### src/rtl/msi_pq_pkg.sv
package msi_pq_pkg;

    localparam int WORD_W     = 64;
    localparam int SERVER_W   = 14;
    localparam int PRIO_W     = 8;
    localparam int GEN_W      = 2;
    localparam int SRV_HI     = 63;
    localparam int SRV_LO     = 50;   // raw server bits 63:48, link pointer 49:48 dropped
    localparam int PRIO_HI    = 47;
    localparam int PRIO_LO    = 40;
    localparam int GEN_HI     = 26;
    localparam int GEN_LO     = 25;
    localparam int P_BIT      = 24;
    localparam int Q_BIT      = 16;
    localparam int P_BYTE_OFS = 4;
    localparam int Q_BYTE_OFS = 5;
    localparam logic [PRIO_W-1:0] PRIO_MASKED = 8'hFF;

    typedef enum logic [2:0] {
        ST_IDLE,
        ST_READ,
        ST_WAIT,
        ST_SETP,
        ST_SETQ
    } gate_state_e;

    typedef enum logic [1:0] {
        ACT_DROP,
        ACT_SETP,
        ACT_SETQ
    } gate_act_e;

    typedef struct packed {
        logic [SERVER_W-1:0] server;
        logic [PRIO_W-1:0]   prio;
        logic [GEN_W-1:0]    gen;
        logic                p;
        logic                q;
    } ive_fields_t;

endpackage

### src/rtl/msi_entry_addr.sv
module msi_entry_addr #(
    parameter int ADDR_W = 16,
    parameter int SRC_W  = 8
) (
    input  logic [ADDR_W-1:0] base,
    input  logic [SRC_W-1:0]  src,
    input  logic              wide,
    output logic [ADDR_W-1:0] addr
);
    localparam int NARROW_SH = 4;
    localparam int WIDE_SH   = 7;

    logic [ADDR_W-1:0] base_al;
    logic [ADDR_W-1:0] src_ext;
    logic              unused_base;

    assign base_al     = {base[ADDR_W-1:NARROW_SH], {NARROW_SH{1'b0}}};
    assign src_ext     = {{(ADDR_W-SRC_W){1'b0}}, src};
    assign addr        = base_al + (wide ? (src_ext << WIDE_SH) : (src_ext << NARROW_SH));
    assign unused_base = ^base[NARROW_SH-1:0];

endmodule

### src/rtl/msi_entry_decode.sv
module msi_entry_decode
    import msi_pq_pkg::*;
(
    input  logic [WORD_W-1:0] word,
    output ive_fields_t       fields
);
    logic unused_bits;

    always_comb begin
        fields.server = word[SRV_HI:SRV_LO];
        fields.prio   = word[PRIO_HI:PRIO_LO];
        fields.gen    = word[GEN_HI:GEN_LO];
        fields.p      = word[P_BIT];
        fields.q      = word[Q_BIT];
    end

    assign unused_bits = ^{word[49:48], word[39:27], word[23:17], word[15:0]};

endmodule

### src/rtl/msi_pq_decide.sv
module msi_pq_decide
    import msi_pq_pkg::*;
(
    input  logic              p,
    input  logic              q,
    input  logic [PRIO_W-1:0] prio,
    input  logic              force_req,
    output gate_act_e         act
);
    logic p_eff;
    logic q_eff;
    logic masked;

    always_comb begin
        p_eff  = p & ~force_req;
        q_eff  = q & ~force_req;
        masked = (prio == PRIO_MASKED);
        if (masked) begin
            act = q_eff ? ACT_DROP : ACT_SETQ;
        end else if (!p_eff) begin
            act = ACT_SETP;
        end else if (!q_eff) begin
            act = ACT_SETQ;
        end else begin
            act = ACT_DROP;
        end
    end

endmodule

### src/rtl/msi_pq_gate.sv
module msi_pq_gate
    import msi_pq_pkg::*;
#(
    parameter int ADDR_W = 16,
    parameter int SRC_W  = 8,
    parameter int GIRQ_W = 12
) (
    input  logic                clk,
    input  logic                rst_n,
    input  logic                cfg_tbl_en,
    input  logic [ADDR_W-1:0]   cfg_tbl_base,
    input  logic [SRC_W:0]      cfg_tbl_len,
    input  logic                cfg_wide_entry,
    input  logic [GIRQ_W-1:0]   cfg_irq_offset,
    input  logic                req_valid,
    input  logic [SRC_W-1:0]    req_src,
    input  logic                req_force,
    output logic                busy,
    output logic                mem_rd_en,
    output logic                mem_wr_en,
    output logic [ADDR_W-1:0]   mem_addr,
    output logic [7:0]          mem_wdata,
    input  logic [WORD_W-1:0]   mem_rdata,
    input  logic                mem_rvalid,
    output logic                dlv_valid,
    output logic [SERVER_W-1:0] dlv_server,
    output logic [PRIO_W-1:0]   dlv_prio,
    output logic [GIRQ_W-1:0]   dlv_girq
);

    typedef struct packed {
        gate_state_e       st;
        logic [SRC_W-1:0]  src;
        logic              frc;
        logic [ADDR_W-1:0] eaddr;
        ive_fields_t       ive;
    } gate_regs_t;

    gate_regs_t  regs_d, regs_q;
    logic [ADDR_W-1:0] calc_addr;
    ive_fields_t       rd_fields;
    gate_act_e         act;
    logic              src_ok;

    msi_entry_addr #(.ADDR_W(ADDR_W), .SRC_W(SRC_W)) addr_i (
        .base (cfg_tbl_base),
        .src  (req_src),
        .wide (cfg_wide_entry),
        .addr (calc_addr)
    );

    msi_entry_decode dec_i (
        .word   (mem_rdata),
        .fields (rd_fields)
    );

    msi_pq_decide dcd_i (
        .p         (rd_fields.p),
        .q         (rd_fields.q),
        .prio      (rd_fields.prio),
        .force_req (regs_q.frc),
        .act       (act)
    );

    assign src_ok = cfg_tbl_en && ({1'b0, req_src} < cfg_tbl_len);

    always_comb begin
        regs_d = regs_q;
        case (regs_q.st)
            ST_IDLE: begin
                if (req_valid && src_ok) begin
                    regs_d.st    = ST_READ;
                    regs_d.src   = req_src;
                    regs_d.frc   = req_force;
                    regs_d.eaddr = calc_addr;
                end
            end
            ST_READ: regs_d.st = ST_WAIT;
            ST_WAIT: begin
                if (mem_rvalid) begin
                    regs_d.ive = rd_fields;
                    case (act)
                        ACT_SETP: regs_d.st = ST_SETP;
                        ACT_SETQ: regs_d.st = ST_SETQ;
                        default:  regs_d.st = ST_IDLE;
                    endcase
                end
            end
            default: regs_d.st = ST_IDLE;
        endcase
    end

    always_ff @(posedge clk) begin
        if (!rst_n) begin
            regs_q <= '0;
        end else begin
            regs_q <= regs_d;
        end
    end

    always_comb begin
        busy       = (regs_q.st != ST_IDLE);
        mem_rd_en  = (regs_q.st == ST_READ);
        mem_wr_en  = (regs_q.st == ST_SETP) || (regs_q.st == ST_SETQ);
        dlv_valid  = (regs_q.st == ST_SETP);
        mem_addr   = regs_q.eaddr;
        mem_wdata  = 8'h01;
        if (regs_q.st == ST_SETP) begin
            mem_addr  = regs_q.eaddr + ADDR_W'(P_BYTE_OFS);
            mem_wdata = {5'b0, regs_q.ive.gen, 1'b1};
        end else if (regs_q.st == ST_SETQ) begin
            mem_addr  = regs_q.eaddr + ADDR_W'(Q_BYTE_OFS);
        end
        dlv_server = regs_q.ive.server;
        dlv_prio   = regs_q.ive.prio;
        dlv_girq   = {{(GIRQ_W-SRC_W){1'b0}}, regs_q.src} + cfg_irq_offset;
    end

    // read and write strobes never coincide
    p_rd_wr_excl_r12: assert property (@(posedge clk) disable iff (!rst_n)
        !(mem_rd_en && mem_wr_en));

    // one read strobe per request
    p_single_read_r4: assert property (@(posedge clk) disable iff (!rst_n)
        mem_rd_en |=> !mem_rd_en);

    // disabled table gives no read
    p_disabled_no_read_r2: assert property (@(posedge clk) disable iff (!rst_n)
        (!busy && req_valid && !cfg_tbl_en) |=> !mem_rd_en);

    // out-of-range source gives no read
    p_oob_no_read_r3: assert property (@(posedge clk) disable iff (!rst_n)
        (!busy && req_valid && ({1'b0, req_src} >= cfg_tbl_len)) |=> !mem_rd_en);

    // masked entry never delivers
    p_masked_no_dlv_r11: assert property (@(posedge clk) disable iff (!rst_n)
        (regs_q.st == ST_WAIT && mem_rvalid && mem_rdata[PRIO_HI:PRIO_LO] == PRIO_MASKED)
        |=> !dlv_valid);

    // a delivery always follows returned entry data
    p_dlv_after_data_r6: assert property (@(posedge clk) disable iff (!rst_n)
        dlv_valid |-> $past(mem_rvalid));

endmodule

### config.mk
export PLATFORM = sky130hd
export DESIGN_NAME = msi_pq_gate
export DESIGN_NICKNAME = d
export VERILOG_FILES = /design/src/rtl/msi_pq_pkg.sv /design/src/rtl/msi_entry_addr.sv /design/src/rtl/msi_entry_decode.sv /design/src/rtl/msi_pq_decide.sv /design/src/rtl/msi_pq_gate.sv
export SDC_FILE = /design/constraint.sdc
export NUM_CORES = 1
export LEC_CHECK = 0
export ABC_CLOCK_PERIOD_IN_PS = 4200
export BUFFER_PORTS_ARGS = -buffer_cell sky130_fd_sc_hd__buf_2
export CORE_MARGIN = 2
export CORE_UTILIZATION = 40
export CTS_BUF_LIST = sky130_fd_sc_hd__clkbuf_8
export DETAILED_ROUTE_END_ITERATION = 8
export GPL_ROUTABILITY_DRIVEN = 0
export GPL_TIMING_DRIVEN = 0
export PLACE_DENSITY = 0.74
export SYNTH_ARGS = -nofsm -noshare
export SYNTH_HDL_FRONTEND = slang
export SYNTH_HIERARCHICAL = 1
export SYNTH_SLANG_ARGS = --single-unit
### constraint.sdc
create_clock -name clk -period 4.2 [get_ports clk]
set_clock_uncertainty 0.05 [all_clocks]
set_input_delay 0.84 -clock clk [delete_from_list [all_inputs] [get_ports clk]]
set_output_delay 0.84 -clock clk [all_outputs]
set_load 0.01 [all_outputs]
==> results of run 1 <==
## power groups by stage
stage	sequential [mW]	combinational (mW)	clock [mW]
finish	0.534	0.360	0.284
CTS	0.534	0.362	0.297
global placement	0.544	0.351	0
detailed placement	0.546	0.360	0
global route	0.537	0.402	0.318
floorplan	0.540	0.259	0
## sequential cells by signal, indices dropped and copies added, names as in the netlist
signal      count
regs_q         30
dlv_prio        8
dlv_server     14
## final cells by class
cell class	count	area [um^2]	area share, %
Clock inverter	2	7.51	0.154
Buffer	77	548	11.3
Clock buffer	6	82.6	1.70
Tap cell	133	166	3.42
Inverter	15	56.3	1.16
Multi-Input combinational cell	365	2450	50.4
Sequential cell	52	1040	21.4
Timing Repair Buffer	103	515	10.6
## stage by stage
stage                     std cells  setup WS (ns)  hold WS, ns  area (um^2)
after global routing            753          0.456        0.420         4870
after detailed placement        745          0.603        0.397         4780
final                           753          0.797        0.405         4870
after floorplan                 509           1.07        0.380         4100
after CTS                       753          0.779        0.410         4870
after global placement          745          0.737        0.390         4780
## metal layers
layer / vias up / share of wire (%)
met5: - / 0
met4: 0 / 0.66
met3: 7 / 7.2
met2: 119 / 47
met1: 1610 / 45
li1: 1859 / -
## cells in the mapped netlist (all sizes together) (5+ instances only)
cell	n	area, um^2
and2	9	56.3
nor2b	5	31.3
clkbuf	15	56.3
buf	62	492
nand2	110	413
mux2i	25	250
ha	29	363
xor2	8	70.1
a21oi	22	121
a21boi	25	188
inv	14	52.6
o21ai	10	50.0
o21a	6	45.0
dfxtp	52	1040
nor2	14	52.6
mux2	6	67.6
nand4	8	50.1
xnor2	26	228
nand3	7	35.0
## cells by family (layout without fill, tap and decap cells)
logic type               count (synthesis)  count (layout)  synth area share, %
XOR/XNOR                                34              34                 7.31
adder cells (fa/ha/maj)                 31              31                 9.89
AO/OA/AOI/OAI                           82              82                 14.4
multiplexers                            31              31                 7.80
buffers and inverters                   92             203                 14.8
other                                    3              10                0.276
AND/OR/NAND/NOR                        177             177                 19.9
flip-flops                              52              52                 25.6
## worst max-delay path by stage
stage | start | endpoint | slack [ns] | cells after the start
final | cfg_irq_offset[0] | dlv_girq[10] | 0.80 | 10
after global routing | cfg_wide_entry | regs_q[38]$_SDFFE_PN0P_ | 0.46 | 12
after CTS | cfg_irq_offset[0] | dlv_girq[10] | 0.78 | 10
after detailed placement | cfg_wide_entry | regs_q[38]$_SDFFE_PN0P_ | 0.60 | 12
after global placement | cfg_wide_entry | regs_q[38]$_SDFFE_PN0P_ | 0.74 | 12
after floorplan | cfg_irq_offset[0] | dlv_girq[10] | 1.07 | 8
## worst max-delay path: stages
cell,delay [ns]
sky130_fd_sc_hd__buf_2,0.08
sky130_fd_sc_hd__ha_1,0.18
sky130_fd_sc_hd__inv_1,0.06
sky130_fd_sc_hd__fa_1,0.40
sky130_fd_sc_hd__nor2b_1,0.17
sky130_fd_sc_hd__o31a_1,0.19
sky130_fd_sc_hd__o21ai_1,0.11
sky130_fd_sc_hd__nor3_1,0.18
sky130_fd_sc_hd__xor2_1,0.16
sky130_fd_sc_hd__buf_2,0.14
==> impl_summary.txt, run 1 <==
----------------------------------------------------
[Clocking]
  PostCTS Resize Cnt ... 0
  Clk sink count ... 52
  Number of buffers added for setup after CTS ... 0
  H-Tree Level Count ... 2
  Cell at the root of the clock tree ... sky130_fd_sc_hd__clkbuf_8
  Count of hold buffers inserted by post-cts repair ... 0
  Clock tree from TritonCTS ... yes
  Clock network latency to the later pin of the worst-skew pair ... 0.29 ns
  CTS Buffer Depth ... 2
  Clock-pin slew on the worst setup and hold paths ... 0.08 ns
  Total CTS buffers ... 5

[Timing]
  Hold violation count in the final report ... 0
  Fmax ... 0.294 GHz
  Sum Neg Setup Slack ... 0 ns
  Normalized max-slew margin ... 65.1%
  Final setup viols ... 0
  Tmin final ... 3.40 ns
  Setup repair after global routing missed its margin ... false
  Final critical-path share of the clock period ... 81.0%
  Slew at the pin closest to its max-slew limit ... 0.523 ns
  Total count of max-transition violations in the final report ... 0

[GRT]
  Grt met3 use ... 4.12%
  GRT Overall Usage ... 17.0%
  Maximum number of pins on one net before global-route repair ... 15
  GRT busiest layer ... met2
  Global routing met1 resource utilization ... 21.7%
  Vias in the first global route ... 3,390
  Antenna violations before repair ... 0
  Wire length of the first global-routing pass ... 15,600 um
  Global routing usage on met2 ... 29.7%
  Total gr overflow ... 0

[Detailed routing]
  Routed len/inst ... 12.4 um
  Starting DRT DRC Count ... 132
  Vias ... 3,595
  Average vias per placed instance ... 4.77
  Detailed Route WL ... 9330 um
  Detail Route Antenna Nets ... 0
  Detailed-router iteration count before antenna repair ... 5
  DRC errors left ... 0

[Power and ir drop]
  Worst IR Drop VDD ... 147 uV
  Leakage power figure ... 2.30 nW
  NetSw ... 355 uW
  Cell-internal power ... 822 uW
  Share of total power in sequential cells ... 45.3%
  Share of total power consumed by net switching ... 30.2%
  Power share of the clock group ... 24.1%
  Total Power ... 1.18 mW
  Total power per unit cell area ... 242 nW/um^2
  Part of the power in combinational logic ... 30.6%

[Finish]
  Most frequent standard cell in the layout excluding fill and tap cells ... sky130_fd_sc_hd__nand2_1
  Core utilization of the finished layout ... 49.6%
  Commonest cells after routing, fill and taps aside ... 110 x sky130_fd_sc_hd__nand2_1, 104 x sky130_fd_sc_hd__buf_2, 58 x sky130_fd_sc_hd__buf_4
  Fraction of final layout cells sized beyond drive strength 1 ... 29.7%
  Number of inserted diodes ... 0
  Filler instances ... 991
  Area growth from synthesis to layout ... 19.6%
  Count of nets after finishing ... 766

[Critical path]
  Required time worst endpoint ... 3.31 ns
  Arrival time at the worst endpoint ... 2.51 ns
  Startpoint type of the worst setup path ... input pin
  Worst reg2reg path startpoint ... regs_q[51]$_SDFFE_PN0P_
  Worst-path fanout max ... 3
  Number of cells on the worst reg-to-reg path ... 6
  Worst-case register-to-register setup slack ... 2.21 ns
  R2r endpoint ... regs_q[43]$_SDFFE_PN0P_
  Critical path endpoint category ... primary output
  Type of the worst setup path ... in2out

[Placement]
  Input/output buffers ... 103
  Half-perimeter wire length after detailed placement ... 7760 um

[Die]
  Overall die area ... 11,000 um^2
  Die extent in y ... 105 um
  Initial core utilization ... 41.5%
  CORE AREA ... 9820 um^2
  Cell row count ... 36
  Die W ... 105 um
  Count of boundary I/O pins ... 178

[Logic synthesis]
  Synth async-reset ratio ... 0%
  Top_reg_cell synth ... sky130_fd_sc_hd__dfxtp_1
  Warnings, synthesis ... 6
  Count of unique library cells instantiated by Yosys ... 53
  Number of instances in the synthesized netlist ... 502
  Sequential share of the synthesized area ... 25.6%
  Mapped Area ... 4070 um^2
  Average cell area after synthesis ... 8.11 um^2
  Synth Register Bits ... 52
  Post-synth EDFFs ... 0

[Hold path]
  WHS Path Cells ... 2
  Worst Min Path Start ... dlv_server[2]$_SDFFE_PN0P_
  Endpoint of the worst hold-timing path ... dlv_server[2]$_SDFFE_PN0P_
  Class of the tightest hold or removal check ... reg2reg

[Flow run]
  Max-cap violation count ... 0

[Status]
  Run status ... finished, final reports clean

----------------------------------------------------
No activity file was read; power rests on OpenSTA's default activity.
==> inputs of run 2 (changes only) <==
- ABC_AREA: not set -> 1
- ABC_CLOCK_PERIOD_IN_PS: 4200 -> 2700
- PLACE_DENSITY: 0.74 -> 0.75
- clock period: 4.2 -> 2.7 ns (I/O delays scaled with it)
==> impl_summary.txt, run 2 <==
----------------------------------------------------
[Logic synthesis]
  Combinational family with the most area after synthesis ... simple AND/OR/NAND/NOR gates (unchanged)
  Count of unique library cells instantiated by Yosys ... 34 (was 53)
  Post-Synth Adder-Cell Area ... 8.69% (was 9.89%)
  Average cell area after synthesis ... 6.18 um^2 (was 8.11 um^2)
  Share of the synthesized netlist area taken by xor and xnor gates ... 5.29% (was 7.31%)
  Area share of the leading cell type in the synthesized netlist ... 22.5% (was 25.6%)
  Mux share of post-synthesis cell area ... 0% (was 7.80%)
  Synth Register Bits ... 52 (unchanged)
  Mapped Area ... 4630 um^2 (was 4070 um^2)
  Commonest cells in the synthesized netlist ... 190 x sky130_fd_sc_hd__nand2_1, 134 x sky130_fd_sc_hd__inv_1, 58 x sky130_fd_sc_hd__buf_4 (was 110 x sky130_fd_sc_hd__nand2_1, 58 x sky130_fd_sc_hd__buf_4, 52 x sky130_fd_sc_hd__dfxtp_1)
  Post-synth EDFFs ... 0 (unchanged)
  Warnings, synthesis ... 6 (unchanged)
  Compound-cell area share of the yosys netlist ... 7.02% (was 14.4%)
  Most numerous cell in the Yosys netlist ... sky130_fd_sc_hd__nand2_1 (unchanged)
  Number of instances in the synthesized netlist ... 750 (was 502)
  Synth async-reset ratio ... 0% (unchanged)
  Post-synthesis share of cell area spent on and, or, nand and nor gates ... 32.3% (was 19.9%)
  Top_reg_cell synth ... sky130_fd_sc_hd__dfxtp_1 (unchanged)
  Largest area contributor in the synthesized netlist ... sky130_fd_sc_hd__dfxtp_1 (unchanged)
  Synth area leaders ... sky130_fd_sc_hd__dfxtp_1 22%, sky130_fd_sc_hd__nand2_1 15%, sky130_fd_sc_hd__inv_1 11%, sky130_fd_sc_hd__buf_4 9.4%, sky130_fd_sc_hd__ha_1 7.8% (was sky130_fd_sc_hd__dfxtp_1 26%, sky130_fd_sc_hd__buf_4 11%, sky130_fd_sc_hd__nand2_1 10%, sky130_fd_sc_hd__ha_1 8.9%, sky130_fd_sc_hd__mux2i_1 6.1%)
  Sequential share of the synthesized area ... 22.5% (was 25.6%)

[Status]
  Run status ... finished with violations (was finished, final reports clean)
  Violations in the final reports ... negative setup slack

[Critical path]
  R2r endpoint ... regs_q[32]$_SDFFE_PN0P_ (was regs_q[43]$_SDFFE_PN0P_)
  Startpoint type of the worst setup path ... flop (was input pin)
  Master of the slowest instance on the critical path ... sky130_fd_sc_hd__fa_2 (was sky130_fd_sc_hd__fa_1)
  Critical path endpoint category ... primary output (unchanged)
  Number of cells on the worst reg-to-reg path ... 7 (was 6)
  Worst-case register-to-register setup slack ... 1.08 ns (was 2.21 ns)
  Worst-path fanout max ... 3 (unchanged)
  Max stage delay on crit path ... 0.42 ns (was 0.40 ns)
  Worst reg2reg path startpoint ... regs_q[53]$_SDFFE_PN0P_ (was regs_q[51]$_SDFFE_PN0P_)
  Required time worst endpoint ... 2.11 ns (was 3.31 ns)
  Arrival time at the worst endpoint ... 2.13 ns (was 2.51 ns)
  Type of the worst setup path ... reg2out (was in2out)
  Crit path cell chain ... ha_4 -> inv_2 -> fa_2 -> o31ai_4 -> nand2_1 -> nand3_2 -> buf_4 -> xor2_1 -> buf_2 (was buf_2 -> ha_1 -> inv_1 -> fa_1 -> nor2b_1 -> o31a_1 -> o21ai_1 -> nor3_1 -> xor2_1 -> buf_2)

[Die]
  Cell row count ... 39 (was 36)
  CORE AREA ... 11,400 um^2 (was 9820 um^2)
  Die W ... 112 um (was 105 um)
  Die extent in y ... 112 um (was 105 um)
  Initial core utilization ... 40.8% (was 41.5%)
  Count of boundary I/O pins ... 178 (unchanged)
  Overall die area ... 12,500 um^2 (was 11,000 um^2)

[Finish]
  Flip-flop count of the largest register, all copies and words added ... 30 (unchanged)
  Non-filler cells, final ... 1,016 (was 753)
  Area growth from synthesis to layout ... 20.5% (was 19.6%)
  Summed area of non-filler cells in the final layout ... 5580 um^2 (was 4870 um^2)
  Fraction of final layout cells sized beyond drive strength 1 ... 25.8% (was 29.7%)
  Count of nets after finishing ... 1,018 (was 766)
  Register bank with the most flops ... regs_q (unchanged)
  Most frequent standard cell in the layout excluding fill and tap cells ... sky130_fd_sc_hd__nand2_1 (unchanged)
  Commonest cells after routing, fill and taps aside ... 189 x sky130_fd_sc_hd__nand2_1, 133 x sky130_fd_sc_hd__inv_1, 109 x sky130_fd_sc_hd__buf_2 (was 110 x sky130_fd_sc_hd__nand2_1, 104 x sky130_fd_sc_hd__buf_2, 58 x sky130_fd_sc_hd__buf_4)
  Area of combinational cells with multiple inputs ... 2600 um^2 (was 2450 um^2)
  Filler instances ... 1,181 (was 991)
  Area used by sequential logic in the layout ... 1040 um^2 (about the same)

[Timing]
  Final setup viols ... 1 (was 0)
  Tightest hold margin ... 0.413 ns (was 0.405 ns)
  Sum Neg Setup Slack ... -0.0239 ns (was 0 ns)
  Total count of max-transition violations in the final report ... 0 (unchanged)
  Hold violation count in the final report ... 0 (unchanged)
  Fmax ... 0.367 GHz
  Setup repair after global routing missed its margin ... true (was false)
  Tmin final ... 2.72 ns
  Final critical-path share of the clock period ... 101%
  Least setup slack across all paths after layout ... -0.0239 ns (was 0.797 ns)

[Clocking]
  Clock network latency to the later pin of the worst-skew pair ... 0.32 ns (was 0.29 ns)
  Clk sink count ... 52 (unchanged)
  CTS Buffer Depth ... 2 (unchanged)
  Count of hold buffers inserted by post-cts repair ... 0 (unchanged)
  Clock tree from TritonCTS ... yes (unchanged)
  H-Tree Level Count ... 2 (unchanged)
  Clock-pin slew on the worst setup and hold paths ... 0.11 ns (was 0.08 ns)
  Total CTS buffers ... 5 (unchanged)
  Cell at the root of the clock tree ... sky130_fd_sc_hd__clkbuf_8 (unchanged)

[Power and ir drop]
  Leakage power figure ... 3.17 nW (was 2.30 nW)
  Total power per unit cell area ... 357 nW/um^2 (was 242 nW/um^2)
  Worst IR Drop VDD ... 189 uV (was 147 uV)
  Total Power ... 1.99 mW (was 1.18 mW)

[GRT]
  GRT Overall Usage ... 17.8% (was 17.0%)
  Antenna violations before repair ... 1 (was 0)
  Vias in the first global route ... 4,223 (was 3,390)
  Maximum number of pins on one net before global-route repair ... 19 (was 15)
  Total gr overflow ... 0 (unchanged)
  Wire length of the first global-routing pass ... 18,800 um (was 15,600 um)

[Detailed routing]
  Starting DRT DRC Count ... 232 (was 132)
  Detail Route Antenna Nets ... 0 (unchanged)
  Detailed Route WL ... 11,200 um (was 9330 um)
  DRC errors left ... 0 (unchanged)
  Average vias per placed instance ... 4.57 (was 4.77)
  Routed len/inst ... 11.1 um (was 12.4 um)
  Vias ... 4,645 (was 3,595)
  Detailed-router iteration count before antenna repair ... 6 (was 5)

[Placement]
  Placed Instances ... 1,001 (was 745)
  Input/output buffers ... 101 (was 103)
  Placement-stage cell area ... 5350 um^2 (was 4780 um^2)
  Half-perimeter wire length after detailed placement ... 9050 um (was 7760 um)

[Hold path]
  WHS Path Cells ... 2 (unchanged)
  Class of the tightest hold or removal check ... reg2reg (unchanged)
  Endpoint of the worst hold-timing path ... regs_q[2]$_SDFFE_PN0P_ (was dlv_server[2]$_SDFFE_PN0P_)
  Worst Min Path Start ... regs_q[2]$_SDFFE_PN0P_ (was dlv_server[2]$_SDFFE_PN0P_)

[Flow run]
  Max-cap violation count ... 0 (unchanged)

----------------------------------------------------
==> run 2: how the worst max path moves through the flow <==
stage	startpoint	to	slack (ns)	cells past startpoint
2_1_floorplan	cfg_irq_offset[0]	dlv_girq[10]	0.16	8
5_1_grt	regs_q[43]$_SDFFE_PN0P_	dlv_girq[8]	-0.11	9
6_report	regs_q[43]$_SDFFE_PN0P_	dlv_girq[8]	-0.02	9
3_5_place_dp	cfg_irq_offset[0]	dlv_girq[10]	-0.14	10
4_1_cts	regs_q[26]$_SDFFE_PN0P_	mem_addr[11]	0.02	8
3_3_place_gp	cfg_irq_offset[0]	dlv_girq[10]	-0.11	10
==> run 2: cell type report <==
cell class              instances  area share, %
well taps                     143           3.20
repair buffers                107           9.86
clock buffers                   5           1.23
inverters                     150           10.1
plain buffers                  81           9.79
multi-input cells             474           46.6
flip-flops and latches         52           18.7
clock inverters                 3          0.448
diodes                          1         0.0448
==> run 2: report_power, final <==
part           total [mW]  switching (mW)  internal (mW)
clock network       0.481           0.292          0.190
logic               0.686           0.397          0.288
registers           0.827          0.0274          0.799
total                1.99           0.716           1.28
==> run 2: cells by family after synthesis <==
kind of cell	Yosys count
XOR/XNOR	28
AO/OA/AOI/OAI	61
buffers and inverters	231
other	3
adder cells (fa/ha/maj)	31
AND/OR/NAND/NOR	344
flip-flops	52
==> run 2: layer usage <==
metal	wire length (um)	share of wire [%]	global-route usage (%)	vias to the layer above
met4	241	2.1	5.76	0
li1	-	-	-	2490
met1	5150	46	23.1	2042
met5	0	0	0	-
met3	457	4.1	2.45	17
met2	5380	48	30.5	96
==> run 2: metrics by stage <==
step                setup WS, ns  util [%]
floorplan                  0.161         -
global placement          -0.114      47.0
detailed placement        -0.139      47.0
CTS                       0.0212      48.0
global route              -0.107      49.1
finish                   -0.0239      49.1
==> run 2: worst max-delay path: cells and delay by family (launching register included) <==
family,cells,cell delay [ns]
compound gates,1,0.29
xor+xnor,1,0.12
fa+ha+maj,2,0.56
buf+inv,3,0.29
flops,1,0.37
simple gates,2,0.20
==> run 2: repair_timing <==
item | 4_1_cts | 5_1_grt
pin swaps | 1 | 8
setup buffers | 1 | 5
resized for setup | 3 | 19
endpoints found under the hold margin | 0 | 0
endpoints found under the setup margin | 4 | 10
